===== config.mk =====
export PLATFORM = sky130hd
export DESIGN_NAME = ivt_cmd_unit
export DESIGN_NICKNAME = d
export VERILOG_FILES = /design/src/rtl/ivt_pkg.sv /design/src/rtl/ivt_bus_dec.sv /design/src/rtl/ivt_run_fsm.sv /design/src/rtl/ivt_stat.sv /design/src/rtl/ivt_cmd_unit.sv
export SDC_FILE = /design/constraint.sdc
export NUM_CORES = 1
export LEC_CHECK = 0
export BUFFER_PORTS_ARGS = -buffer_cell sky130_fd_sc_hd__clkbuf_2
export CAP_MARGIN = 5
export CORE_AREA = 8 8 99 101
export DETAILED_ROUTE_END_ITERATION = 7
export DIE_AREA = 0 0 107 109
export PLACE_DENSITY = 0.61
export SLEW_MARGIN = 20
export SYNTH_ARGS = -nofsm -noshare
export SYNTH_HDL_FRONTEND = slang
export SYNTH_HIERARCHICAL = 1
export SYNTH_SLANG_ARGS = --single-unit

===== constraint.sdc =====
create_clock -name clk -period 5.5 [get_ports clk]
set_input_delay 0.55 -clock clk [delete_from_list [all_inputs] [get_ports clk]]
set_output_delay 0.55 -clock clk [all_outputs]
set_load 0.01 [all_outputs]

===== src/rtl/ivt_pkg.sv =====
package ivt_pkg;
  typedef enum logic [1:0] {
    TC_NOP   = 2'b00,
    TC_HALT  = 2'b01,
    TC_DRAIN = 2'b10,
    TC_GO    = 2'b11
  } tcmd_e;

  localparam logic [2:0] A_CTL    = 3'd0;
  localparam logic [2:0] A_LEN_LO = 3'd4;
  localparam logic [2:0] A_LEN_HI = 3'd5;
endpackage


===== src/rtl/ivt_bus_dec.sv =====
module ivt_bus_dec
  import ivt_pkg::*;
#(
  parameter int LEN_W = 14
) (
  input  logic             clk,
  input  logic             rst_n,
  input  logic             cs,
  input  logic             io,
  input  logic             wr,
  input  logic             rd,
  input  logic [2:0]       addr,
  input  logic [7:0]       wdata,
  output logic             ctl_wr,
  output logic             stat_rd,
  output tcmd_e            tcmd,
  output logic [5:0]       cmd_q,
  output logic [LEN_W-1:0] pend_len,
  output logic [1:0]       pend_mode
);
  localparam int HI_W = LEN_W - 8;

  logic             sel;
  logic             lo_wr, hi_wr;
  logic [5:0]       cmd_n;
  logic [7:0]       lo_q, lo_n;
  logic [HI_W-1:0]  hi_q, hi_n;
  logic [1:0]       mode_q, mode_n;

  assign sel     = cs && io;
  assign ctl_wr  = sel && wr && (addr == A_CTL);
  assign stat_rd = sel && rd && (addr == A_CTL);
  assign lo_wr   = sel && wr && (addr == A_LEN_LO);
  assign hi_wr   = sel && wr && (addr == A_LEN_HI);
  assign tcmd    = tcmd_e'(wdata[7:6]);

  always_comb begin
    cmd_n  = cmd_q;
    lo_n   = lo_q;
    hi_n   = hi_q;
    mode_n = mode_q;
    if (ctl_wr) cmd_n = wdata[5:0];
    if (lo_wr)  lo_n  = wdata;
    if (hi_wr) begin
      hi_n   = wdata[HI_W-1:0];
      mode_n = wdata[7:6];
    end
  end

  always_ff @(posedge clk or negedge rst_n) begin
    if (!rst_n) begin
      cmd_q  <= '0;
      lo_q   <= '0;
      hi_q   <= '0;
      mode_q <= '0;
    end else begin
      cmd_q  <= cmd_n;
      lo_q   <= lo_n;
      hi_q   <= hi_n;
      mode_q <= mode_n;
    end
  end

  assign pend_len  = {hi_q, lo_q};
  assign pend_mode = mode_q;


  cmd_hold_chk: assert property (@(posedge clk) disable iff (!rst_n)
    !ctl_wr |=> $stable(cmd_q));
endmodule


===== src/rtl/ivt_run_fsm.sv =====
module ivt_run_fsm
  import ivt_pkg::*;
#(
  parameter int LEN_W = 14
) (
  input  logic             clk,
  input  logic             rst_n,
  input  logic             tick,
  input  logic             ctl_wr,
  input  tcmd_e            tcmd,
  input  logic [LEN_W-1:0] pend_len,
  input  logic [1:0]       pend_mode,
  output logic             run,
  output logic [LEN_W-1:0] cnt,
  output logic             tc,
  output logic             wave
);
  localparam logic [LEN_W-1:0] ONE = LEN_W'(1);

  logic             run_n, stop_q, stop_n, rel_q, rel_n;
  logic [LEN_W-1:0] cnt_n, len_q, len_n;
  logic [1:0]       mode_q, mode_n;

  assign tc = run && tick && (cnt == ONE);

  always_comb begin
    run_n  = run;
    cnt_n  = cnt;
    len_n  = len_q;
    mode_n = mode_q;
    stop_n = stop_q;
    rel_n  = rel_q;
    if (run && tick) begin
      if (cnt == ONE) begin
        if (rel_q) begin
          len_n  = pend_len;
          mode_n = pend_mode;
          cnt_n  = pend_len;
          rel_n  = 1'b0;
        end else if (stop_q || !mode_q[1]) begin
          run_n  = 1'b0;
          stop_n = 1'b0;
          cnt_n  = len_q;
        end else begin
          cnt_n  = len_q;
        end
      end else begin
        cnt_n = cnt - ONE;
      end
    end
    if (ctl_wr) begin
      unique case (tcmd)
        TC_HALT: if (run_n) begin
          run_n  = 1'b0;
          stop_n = 1'b0;
          rel_n  = 1'b0;
        end
        TC_DRAIN: if (run_n) begin
          stop_n = 1'b1;
          rel_n  = 1'b0;
        end
        TC_GO: if (run_n) begin
          rel_n  = 1'b1;
          stop_n = 1'b0;
        end else begin
          run_n  = 1'b1;
          len_n  = pend_len;
          mode_n = pend_mode;
          cnt_n  = pend_len;
          stop_n = 1'b0;
          rel_n  = 1'b0;
        end
        default: ;
      endcase
    end
  end

  always_ff @(posedge clk or negedge rst_n) begin
    if (!rst_n) begin
      run    <= 1'b0;
      cnt    <= '0;
      len_q  <= '0;
      mode_q <= '0;
      stop_q <= 1'b0;
      rel_q  <= 1'b0;
    end else begin
      run    <= run_n;
      cnt    <= cnt_n;
      len_q  <= len_n;
      mode_q <= mode_n;
      stop_q <= stop_n;
      rel_q  <= rel_n;
    end
  end

  always_comb begin
    if (!run)           wave = 1'b1;
    else if (mode_q[0]) wave = (cnt > (len_q >> 1));
    else                wave = (cnt != ONE);
  end


  halt_stops_chk: assert property (@(posedge clk) disable iff (!rst_n)
    (ctl_wr && tcmd == TC_HALT) |=> !run);

  go_idle_loads_chk: assert property (@(posedge clk) disable iff (!rst_n)
    (ctl_wr && tcmd == TC_GO && !run) |=> (run && cnt == $past(pend_len)));

  single_stops_chk: assert property (@(posedge clk) disable iff (!rst_n)
    (tc && !rel_q && !mode_q[1] && !ctl_wr) |=> !run);

  cnt_nonzero_chk: assert property (@(posedge clk) disable iff (!rst_n)
    (run && tick && cnt != ONE && !ctl_wr) |=> (cnt == $past(cnt) - ONE));
endmodule


===== src/rtl/ivt_stat.sv =====
module ivt_stat (
  input  logic       clk,
  input  logic       rst_n,
  input  logic       tc,
  input  logic       stat_rd,
  input  logic [5:0] port_flags,
  output logic       flag,
  output logic [7:0] rdata
);
  logic flag_n;

  always_comb begin
    flag_n = flag;
    if (tc)           flag_n = 1'b1;
    else if (stat_rd) flag_n = 1'b0;
  end

  always_ff @(posedge clk or negedge rst_n) begin
    if (!rst_n) flag <= 1'b0;
    else        flag <= flag_n;
  end

  assign rdata = stat_rd ? {1'b0, flag, port_flags} : 8'h00;


  tc_sets_flag_chk: assert property (@(posedge clk) disable iff (!rst_n)
    tc |=> flag);

  rd_clears_flag_chk: assert property (@(posedge clk) disable iff (!rst_n)
    (stat_rd && !tc) |=> !flag);
endmodule


===== src/rtl/ivt_cmd_unit.sv =====
module ivt_cmd_unit
  import ivt_pkg::*;
#(
  parameter int LEN_W = 14
) (
  input  logic             clk,
  input  logic             rst_n,
  input  logic             bus_cs,
  input  logic             bus_io,
  input  logic             bus_wr,
  input  logic             bus_rd,
  input  logic [2:0]       bus_addr,
  input  logic [7:0]       bus_wdata,
  output logic [7:0]       bus_rdata,
  input  logic [5:0]       port_flags,
  input  logic             tmr_tick,
  output logic [3:0]       port_mode,
  output logic [1:0]       port_irq_en,
  output logic             tmr_out,
  output logic             tmr_run,
  output logic [LEN_W-1:0] tmr_count
);
  logic             rst_q1, rst_q2;
  logic             ctl_wr, stat_rd, tc, flag;
  tcmd_e            tcmd;
  logic [5:0]       cmd_q;
  logic [LEN_W-1:0] pend_len;
  logic [1:0]       pend_mode;

  always_ff @(posedge clk or negedge rst_n) begin
    if (!rst_n) begin
      rst_q1 <= 1'b0;
      rst_q2 <= 1'b0;
    end else begin
      rst_q1 <= 1'b1;
      rst_q2 <= rst_q1;
    end
  end

  ivt_bus_dec #(.LEN_W(LEN_W)) u_dec (
    .clk(clk), .rst_n(rst_q2), .cs(bus_cs), .io(bus_io), .wr(bus_wr),
    .rd(bus_rd), .addr(bus_addr), .wdata(bus_wdata), .ctl_wr(ctl_wr),
    .stat_rd(stat_rd), .tcmd(tcmd), .cmd_q(cmd_q), .pend_len(pend_len),
    .pend_mode(pend_mode)
  );

  ivt_run_fsm #(.LEN_W(LEN_W)) u_fsm (
    .clk(clk), .rst_n(rst_q2), .tick(tmr_tick), .ctl_wr(ctl_wr),
    .tcmd(tcmd), .pend_len(pend_len), .pend_mode(pend_mode),
    .run(tmr_run), .cnt(tmr_count), .tc(tc), .wave(tmr_out)
  );

  ivt_stat u_stat (
    .clk(clk), .rst_n(rst_q2), .tc(tc), .stat_rd(stat_rd),
    .port_flags(port_flags), .flag(flag), .rdata(bus_rdata)
  );

  assign port_mode   = cmd_q[3:0];
  assign port_irq_en = cmd_q[5:4];
endmodule


## After elaboration in Yosys (flattened, before gate mapping)

Index checks and enable logic that the tools add are counted.

- Flip-flop bits (word level): 58
- Input bits: 24
- Output and inout port bits: 30
- Word-level logic and storage cells: 78

- Add/subtract/negate cells: 1
- $lt $le $gt $ge: 1
- Eq/ne operators: 7
- Muxes and demuxes: 42
- Reduce and logical (&&, ||, !) cells: 14

Operators with widths:

| cell | count |
|---|---|
| 14-bit two-way mux | 11 |
| 1-bit two-way mux | 21 |
| 14-bit by 1-bit equality test with 1-bit output, second input constant | 1 |
| 14-bit by 13-bit greater-than comparator with 1-bit output | 1 |
| 14-bit by 1-bit inequality test with 1-bit output, second input constant | 1 |
| 14-bit by 1-bit subtractor with 14-bit output, second input constant | 1 |
| 2-bit two-way mux | 6 |
| 1-bit logical AND | 9 |
| 7-bit two-way mux | 1 |
| 3-bit equality test, second input constant | 2 |
| 2-bit equality test, second input constant | 2 |
| 1-bit one-hot mux with 2 select lines | 2 |
| 3-bit zero test | 1 |
| 1-bit one-hot mux with 3 select lines | 1 |
| 2-bit by 1-bit equality test with 1-bit output, second input constant | 1 |
| 2-bit nonzero test | 1 |
| 2-bit OR reduction | 1 |
| 1-bit zero test | 1 |
| 1-bit logical OR | 1 |

## Longest topological paths before layout

Gate-level depths: netlist (run 1).

- Depth in word-level cells: 9
- Depth in mapped cells: 10
- Mapped depth without buffers: 8

## By module

The synthesis (run 1) kept the hierarchy.

By module, submodules not included:

| module | times used | cells an instance | area an instance (µm²) | seq. area each (µm²) |
|---|---|---|---|---|
| ivt_run_fsm | 1 | 240 | 2,148.3 | 825.8 |
| ivt_bus_dec | 1 | 55 | 919.6 | 550.5 |
| ivt_stat | 1 | 12 | 100.1 | 25.0 |
| ivt_cmd_unit | 1 | 3 | 53.8 | 50.0 |

## Worst setup path after synthesis (run 1)

OpenSTA, ideal clock, no wires.

- Path kind: input to register
- From: in bus_addr[0]
- To: reg u_fsm.cnt[3]
- Library setup time: 0.124 ns
- Arrival: 2.473 ns
- Data required time: 5.376 ns
- Slack: 2.902 ns
- Stages: 10
- Path buffers: 2
- Cell sequence: nand4bb_4 or3b_1 buf_6 inv_1 nand2_1 o21ba_2 o22ai_1 clkbuf_1 nor2b_1 a21oi_1

- Cells in the longest elaborated chain, start to end: 3

RTL lines:

| what | line | RTL |
|---|---|---|
| start: declaration | ivt_cmd_unit.sv:12 | `input logic [2:0] bus_addr,` |
| 3-bit zero test | ivt_bus_dec.sv:31 | `assign ctl_wr = sel && wr && (addr == A_CTL);` |
| 1-bit logical AND | ivt_bus_dec.sv:31 |  |
| via ctl_wr | ivt_cmd_unit.sv:24 | `logic ctl_wr, stat_rd, tc, flag;` |
| 14-bit two-way mux | ivt_run_fsm.sv:51 | `if (ctl_wr) begin` |
| via u_fsm.cnt_n[3] | ivt_run_fsm.sv:21 | `logic [LEN_W-1:0] cnt_n, len_q, len_n;` |
| end signal: assignment | ivt_run_fsm.sv:88 | `cnt <= cnt_n;` |
| end: declaration | ivt_run_fsm.sv:14 | `output logic [LEN_W-1:0] cnt,` |

The timed path passes the listed nets, and every way through them passes these cells.
A chain may end at the register's enable or synchronous reset.

## Worst setup path after layout (run 1)

- From: reg u_fsm.cnt[1]
- To: reg u_fsm.cnt[0]

- Cells in the longest elaborated chain, start to end: 6
- Elaborated cells between the ends (all ways): 8
- Those cells by class: eq/ne: 1; mux: 7

RTL lines:

| what | line | RTL |
|---|---|---|
| 14-bit by 1-bit equality test with 1-bit output (*) | ivt_run_fsm.sv:34 | `if (cnt == ONE) begin` |
| 14-bit two-way mux or 1-bit two-way mux (tied branches) | ivt_run_fsm.sv:34 |  |
| 14-bit two-way mux or 1-bit two-way mux (tied branches) | ivt_run_fsm.sv:33 | `if (run && tick) begin` |
| 14-bit two-way mux | ivt_run_fsm.sv:62 | `TC_GO: if (run_n) begin` |
| 14-bit two-way mux | ivt_run_fsm.sv:52 | `unique case (tcmd)` |
| 14-bit two-way mux (*) | ivt_run_fsm.sv:51 |  |
| via u_fsm.cnt_n[0] | ivt_run_fsm.sv:21 |  |

The timed path passes the listed nets; every way through them passes the cells marked *.

==> results of run 1 <==
-- layout make-up --
| type | count | area (um2) | share of cell area (%) |
|---|---|---|---|
| clock buffers | 9 | 124 | 3.25 |
| well taps | 108 | 135 | 3.55 |
| repair buffers | 54 | 278 | 7.29 |
| flip-flops and latches | 58 | 1450 | 38.1 |
| inverters | 23 | 86.3 | 2.27 |
| clock inverters | 7 | 103 | 2.69 |
| multi-input cells | 217 | 1630 | 42.8 |
-- through the flow --
stage	total power, mW	hold slack (ps)	std cells
after detailed placement	1.13	339	459
final	1.56	353	476
after global placement	1.12	335	459
after CTS	1.58	357	476
after floorplan	0.946	254	310
after global routing	1.68	362	476
-- placed cells by master (no fill, tap or decap), types with 6 or more instances in the layout --
cell type,netlist,final
dfrtp_1,58,57
clkbuf_2,0,52
o21ai_0,29,29
nand2_1,25,25
inv_1,22,22
mux2_2,19,19
ha_1,19,19
a21oi_1,13,13
clkbuf_8,0,9
nor2b_1,8,8
nor3_1,7,7
and2_2,7,7
mux2_4,6,6
nor2_1,6,6
-- per-layer routing --
layer | up-vias | global-route usage, % | wire (um)
li1 | 1228 | - | -
met1 | 1229 | 19.4 | 3760
met2 | 108 | 20.2 | 3390
met3 | 11 | 4.85 | 584
met4 | 0 | 5.43 | 121
met5 | - | 0 | 0
-- power breakdown --
group	internal [mW]	total (mW)	leakage (nW)	switching [mW]
sequential	0.521	0.657	0.704	0.136
combinational	0.216	0.466	1.01	0.249
clock	0.258	0.440	0.110	0.182
total	0.996	1.56	1.83	0.568
-- registers in the layout, summed over array words and instances, names as in the netlist --
name / flops
u_fsm/cnt: 14
u_stat/flag: 1
u_fsm/run: 1
u_fsm/stop_q: 1
u_dec/hi_q: 6
u_dec/lo_q: 8
u_fsm/len_q: 14
rst_q1: 1
u_fsm/mode_q: 2
rst_q2: 1
u_fsm/rel_q: 1
u_dec/cmd_q: 6
u_dec/pend_mode: 2
-- cells by family (layout without fill, tap and decap cells) --
logic type                 count (synthesis)  after routing  synth area share (%)
DFF                                       58             58                  45.0
AOI/OAI and AO/OA                         73             73                  14.3
xor gates and xnor gates                   3              3                 0.816
buffers and inverters                     35             93                  4.74
other                                      2              2                 0.233
muxes                                     26             26                  9.75
and+or+nand+nor                           94             94                  17.7
adders and majority gates                 19             19                  7.38
-- worst max path at each step --
stage                           start                   endpoint  slack, ps
6_report       u_fsm/cnt[1]$_DFF_PN0_     u_fsm/cnt[0]$_DFF_PN0_       2210
5_1_grt        u_fsm/cnt[1]$_DFF_PN0_     u_fsm/cnt[8]$_DFF_PN0_       1940
4_1_cts        u_fsm/cnt[1]$_DFF_PN0_     u_fsm/cnt[7]$_DFF_PN0_       2270
3_5_place_dp              bus_addr[0]  u_fsm/mode_q[0]$_DFF_PN0_       2000
3_3_place_gp              bus_addr[0]  u_fsm/mode_q[1]$_DFF_PN0_       2110
2_1_floorplan             bus_addr[0]     u_fsm/cnt[3]$_DFF_PN0_       2900
-- timing repair --
item	CTS	global route
buffers inserted	0	0
resized for setup	0	0
hold endpoints to repair	2	0
setup endpoints to repair	0	0
hold buffers	1	0
==> results.py, run 1 <==
metrics = {
    "grt": {
        "antenna_found_initial": 0,
        "track_usage_pct": 14.2,
        "grt_max_degree": 57,
        "grt_pass1_vias": 2554,
        "grt_pass1_wl_um": 12800,
        "grt-ovfl-total": 0,
    },
    "synth": {
        "syn_avg_cell_area_um2": 10.4,
        "ys_warn_count": 6,
        "synth_top_flop_cell": "dfrtp_1",
        "synth_edf_count": 0,
        "synth.cells.most_frequent": "dfrtp_1 (58), o21ai_0 (29), nand2_1 (25)",
        "async_flop_share_pct": 100,
        "synth_most_common_cell": "dfrtp_1",
        "synthesis.area_mm2": 0.00322,
        "synth_top_area_share_pct": 45.0,
        "netlist_top_cells_area": "dfrtp_1 (45%), ha_1 (7.4%), mux2_2 (6.6%)",
        "syn-num-nets": 353,
        "synth.distinct_cells": 55,
        "ys_ff_latch": 58,
        "yosysTopAreaCell": "dfrtp_1",
        "syn_inst": 310,
        "synth-seq-area-share_pct": 45.0,
    },
    "setup_path": {
        "required_ps": 5680,
        "critPathMaxFanout": 11,
        "reg2reg_slack_ps": 2210,
        "cp-end-kind": "flip-flop",
        "path_cells": "inv_1, ha_1, nor4b_1, nand4_1, o31ai_1, nor2b_1, o21ai_0",
        "cp.depth": 7,
        "slowest_delay_ps": 760,
        "crit_type": "reg2reg",
        "arrival_ps": 3470,
        "cp_top_family": "simple AND/OR/NAND/NOR gates",
        "reg2regPathDepth": 7,
        "cp-start-kind": "flip-flop",
        "reg2reg_from": "u_fsm/cnt[1]$_DFF_PN0_",
        "slowest_stage": "nor2b_1",
        "cp_num_buf_inv": 1,
        "worst_r2r_endpoint": "u_fsm/cnt[0]$_DFF_PN0_",
    },
    "outcome": {
        "status": "complete, no violations",
    },
    "timing": {
        "post-route-min-period_ps": 3290,
        "hold_viol": 0,
        "worst_slew_pin_slew_ps": 845,
        "period_share_pct": 59.8,
        "finClkSkew_ps": 10.1,
        "maxSlewHeadroom_pct": 43.5,
        "setup_tns_ps": 0,
        "fmax_mhz": 304,
        "finalSetupViolCount": 0,
        "setup_ws_ps": 2210,
        "rsz0062_at_grt": "no",
        "report.final.slew_viol_count": 0,
    },
    "floorplanning": {
        "die_area_mm2": 0.0117,
        "initial_utilization_pct": 38.4,
        "core_area_mm2": 0.00838,
        "die_y_um": 109,
        "rows": 34,
        "io_pins": 54,
        "die_width_um": 107,
    },
    "route": {
        "dr_total_vias": 2576,
        "drc": 0,
        "wl_per_cell_um": 16.5,
        "wirelength_um": 7860,
        "first_pass_iters": 5,
        "drt-vias-per-instance": 5.41,
        "final_antenna_net_count": 0,
        "drt_iter0_drc": 133,
    },
    "clock_network": {
        "cts.path.max_buffers": 2,
        "htree_levels": 3,
        "cts_root_buf": "clkbuf_8",
        "cts_tree": "yes",
        "numCtsBuffers": 9,
        "clk_transition_reported_paths_ps": 70,
        "cts.sinks": 58,
        "clock_latency_ps": 340,
    },
    "finish": {
        "final_net_count": 406,
        "final_layout_size_suffix_gt1_share_pct": 30.7,
        "area.growth.synth_to_final_pct": 18.3,
        "antennaDiodeCount": 0,
        "design_area_mm2": 0.00381,
        "finish.utilization_pct": 45.5,
        "fill_cells": 785,
    },
    "min_path": {
        "min_to": "rst_q2$_DFF_PN0_",
        "hold_path_class": "reg2reg",
        "holdPathStages": 0,
        "hp-start": "rst_q1$_DFF_PN0_",
    },
    "placement": {
        "io_buffers": 52,
        "hpwl_um": 5940,
        "place.gp.congestion": 0.865,
        "place_area_mm2": 0.00357,
        "place_ws_ps": 2000,
    },
    "pwr": {
        "total_leakage_power_nw": 1.83,
        "p_per_area_mw_per_mm2": 410,
        "irDropWorstVdd_mv": 0.209,
    },
    "run": {
        "cap_viol_max_count": 0,
    },
}
Note: power is estimated with default switching activity, not from simulation.
==> run 2, diff against run 1 <==
Settings changed: PLACE_DENSITY 0.61 to 0.63.
Clock period 5.5 ns to 2.65 ns, I/O delays scaled along.
==> results.py, run 2 (synthesis results as in run 1) <==
metrics = {
    "grt": {
        "grt_pass1_vias": 2731,
        "grt_max_degree": 57,
        "grt-ovfl-total": 0,
        "track_usage_pct": 15.0,
        "grt_pass1_wl_um": 13800,
        "antenna_found_initial": 0,
    },
    "pwr": {
        "p_per_area_mw_per_mm2": 829,
        "power_frac_clock_pct": 25.6,
        "p_int_mw": 2.04,
        "pwr-share-seq_pct": 41.4,
        "total_leakage_power_nw": 1.88,
        "irDropWorstVdd_mv": 0.438,
        "p_sw_share_pct": 36.8,
        "power_frac_comb_pct": 33.1,
        "switchingPower_mw": 1.19,
    },
    "clock_network": {
        "post-cts-setup-buffer-count": 0,
        "htree_levels": 3,
        "cts_root_buf": "clkbuf_8",
        "cts_tree": "yes",
        "cts.sinks": 58,
        "clock_latency_ps": 340,
        "cts.path.max_buffers": 2,
        "numCtsBuffers": 9,
        "clk_transition_reported_paths_ps": 70,
    },
    "timing": {
        "worst_slew_pin_slew_ps": 693,
        "setup_tns_ps": 0,
        "period_share_pct": 93.4,
        "report.final.slew_viol_count": 0,
        "post-route-min-period_ps": 2480,
        "rsz0062_at_grt": "no",
        "hold_viol": 0,
        "fmax_mhz": 404,
        "finalSetupViolCount": 0,
        "setup_ws_ps": 175,
        "maxSlewHeadroom_pct": 53.7,
        "finClkSkew_ps": 10.0,
    },
    "placement": {
        "io_buffers": 52,
        "place_ws_ps": 304,
        "place.gp.congestion": 0.841,
        "hpwl_um": 6340,
        "dp_cells": 470,
    },
    "finish": {
        "mostFrequentLayoutCells": "dfrtp_1 (57), clkbuf_2 (52), o21ai_0 (29)",
        "final_common_cell": "dfrtp_1",
        "ff_latch_area_mm2": 0.00145,
        "fin_cells": 487,
        "multi_input_area_mm2": 0.00163,
        "reg_top3": "u_fsm/cnt: 14 flops, u_fsm/len_q: 14 flops, u_dec/lo_q: 8 flops",
        "fill_cells": 828,
        "final_net_count": 417,
        "final_layout_size_suffix_gt1_share_pct": 33.0,
        "area.growth.synth_to_final_pct": 20.7,
        "antennaDiodeCount": 0,
        "finish.utilization_pct": 46.4,
    },
    "floorplanning": {
        "io_pins": 54,
        "die_area_mm2": 0.0117,
        "initial_utilization_pct": 38.4,
        "die_width_um": 107,
        "die_y_um": 109,
        "rows": 34,
        "core_area_mm2": 0.00838,
    },
    "setup_path": {
        "worst_r2r_endpoint": "u_fsm/cnt[5]$_DFF_PN0_",
        "cp-end-kind": "output pin",
        "crit_type": "reg2out",
        "critPathMaxFanout": 9,
        "reg2reg_slack_ps": 220,
        "cp-start-kind": "flip-flop",
        "required_ps": 2380,
        "reg2reg_from": "u_fsm/cnt[1]$_DFF_PN0_",
        "reg2regPathDepth": 8,
        "arrival_ps": 2210,
    },
    "route": {
        "first_pass_iters": 4,
        "final_antenna_net_count": 0,
        "dr_total_vias": 2643,
        "drt_iter0_drc": 165,
        "drt-vias-per-instance": 5.43,
        "wl_per_cell_um": 17.0,
        "wirelength_um": 8280,
        "drc": 0,
    },
    "min_path": {
        "hp-start": "bus_wdata[1]",
        "hold_path_class": "in2reg",
        "holdPathStages": 2,
        "min_to": "u_dec/cmd_q[1]$_DFFE_PN0P_",
    },
    "outcome": {
        "status": "complete, no violations",
    },
    "run": {
        "cap_viol_max_count": 0,
    },
}
-- run 2: cell count changes in the layout (fill, tap and decap cells not counted), moves of 2 or more --
cell        before  now
clkinv_4         3    1
clkinvlp_4       1    3
buf_12           0    2
buf_4            1   10
-- run 2: worst max-delay path by stage --
stage / startpoint / to / slack [ps] / cells after the start
floorplan: u_fsm/cnt[4]$_DFF_PN0_ / u_fsm/cnt[11]$_DFF_PN0_ / 220 / 7
global placement: u_fsm/cnt[4]$_DFF_PN0_ / u_fsm/cnt[11]$_DFF_PN0_ / 330 / 5
detailed placement: u_fsm/cnt[4]$_DFF_PN0_ / u_fsm/cnt[11]$_DFF_PN0_ / 300 / 5
CTS: u_fsm/cnt[1]$_DFF_PN0_ / tmr_out / 40 / 7
global route: u_fsm/cnt[1]$_DFF_PN0_ / tmr_out / 3 / 7
finish: u_fsm/cnt[1]$_DFF_PN0_ / tmr_out / 170 / 7
-- run 2: area by class of cell --
| cell class | count | area share (%) |
|---|---|---|
| Clock inverter | 6 | 1.70 |
| Timing Repair Buffer | 65 | 9.91 |
| Clock buffer | 10 | 3.54 |
| Multi-Input combinational cell | 217 | 41.8 |
| Inverter | 23 | 2.22 |
| Sequential cell | 58 | 37.3 |
| Tap cell | 108 | 3.47 |
-- run 2: metrics by stage --
step / cell area (um2) / hold slack [ps] / power, mW
global route: 3890 / 180 / 3.46
finish: 3890 / 193 / 3.22
floorplan: 3220 / -30.6 / 1.96
CTS: 3890 / 181 / 3.24
detailed placement: 3670 / 52.1 / 2.40
global placement: 3670 / 53.2 / 2.39
-- run 2: worst max-delay path: stages (launching register included) --
cell      delay, ps
dfrtp_1         480
inv_1           120
ha_1            220
nor3b_1         340
and4_4          380
a22o_1          150
a21oi_1          40
clkbuf_2        130
-- run 2: per-layer routing --
metal	track usage, %	wire (um)	vias to the layer above
met5	0	0	-
met4	7.64	113	0
met3	3.01	529	11
met2	24.1	3870	94
met1	18.9	3770	1285
li1	-	-	1253
-- run 2: timing repair --
item                                    in CTS  in global routing
hold buffers                                 1                  0
endpoints found under the hold margin        2                  0
gates resized for setup                      0                  2
endpoints found under the setup margin       0                  1
-- run 2: power by group through the flow --
stage	Clock [mW]	Sequential, mW	Combinational, mW
2_1_floorplan	0	1.35	0.612
3_3_place_gp	0	1.34	1.05
3_5_place_dp	0	1.35	1.05
4_1_cts	0.844	1.33	1.06
5_1_grt	0.888	1.37	1.20
6_report	0.824	1.33	1.07
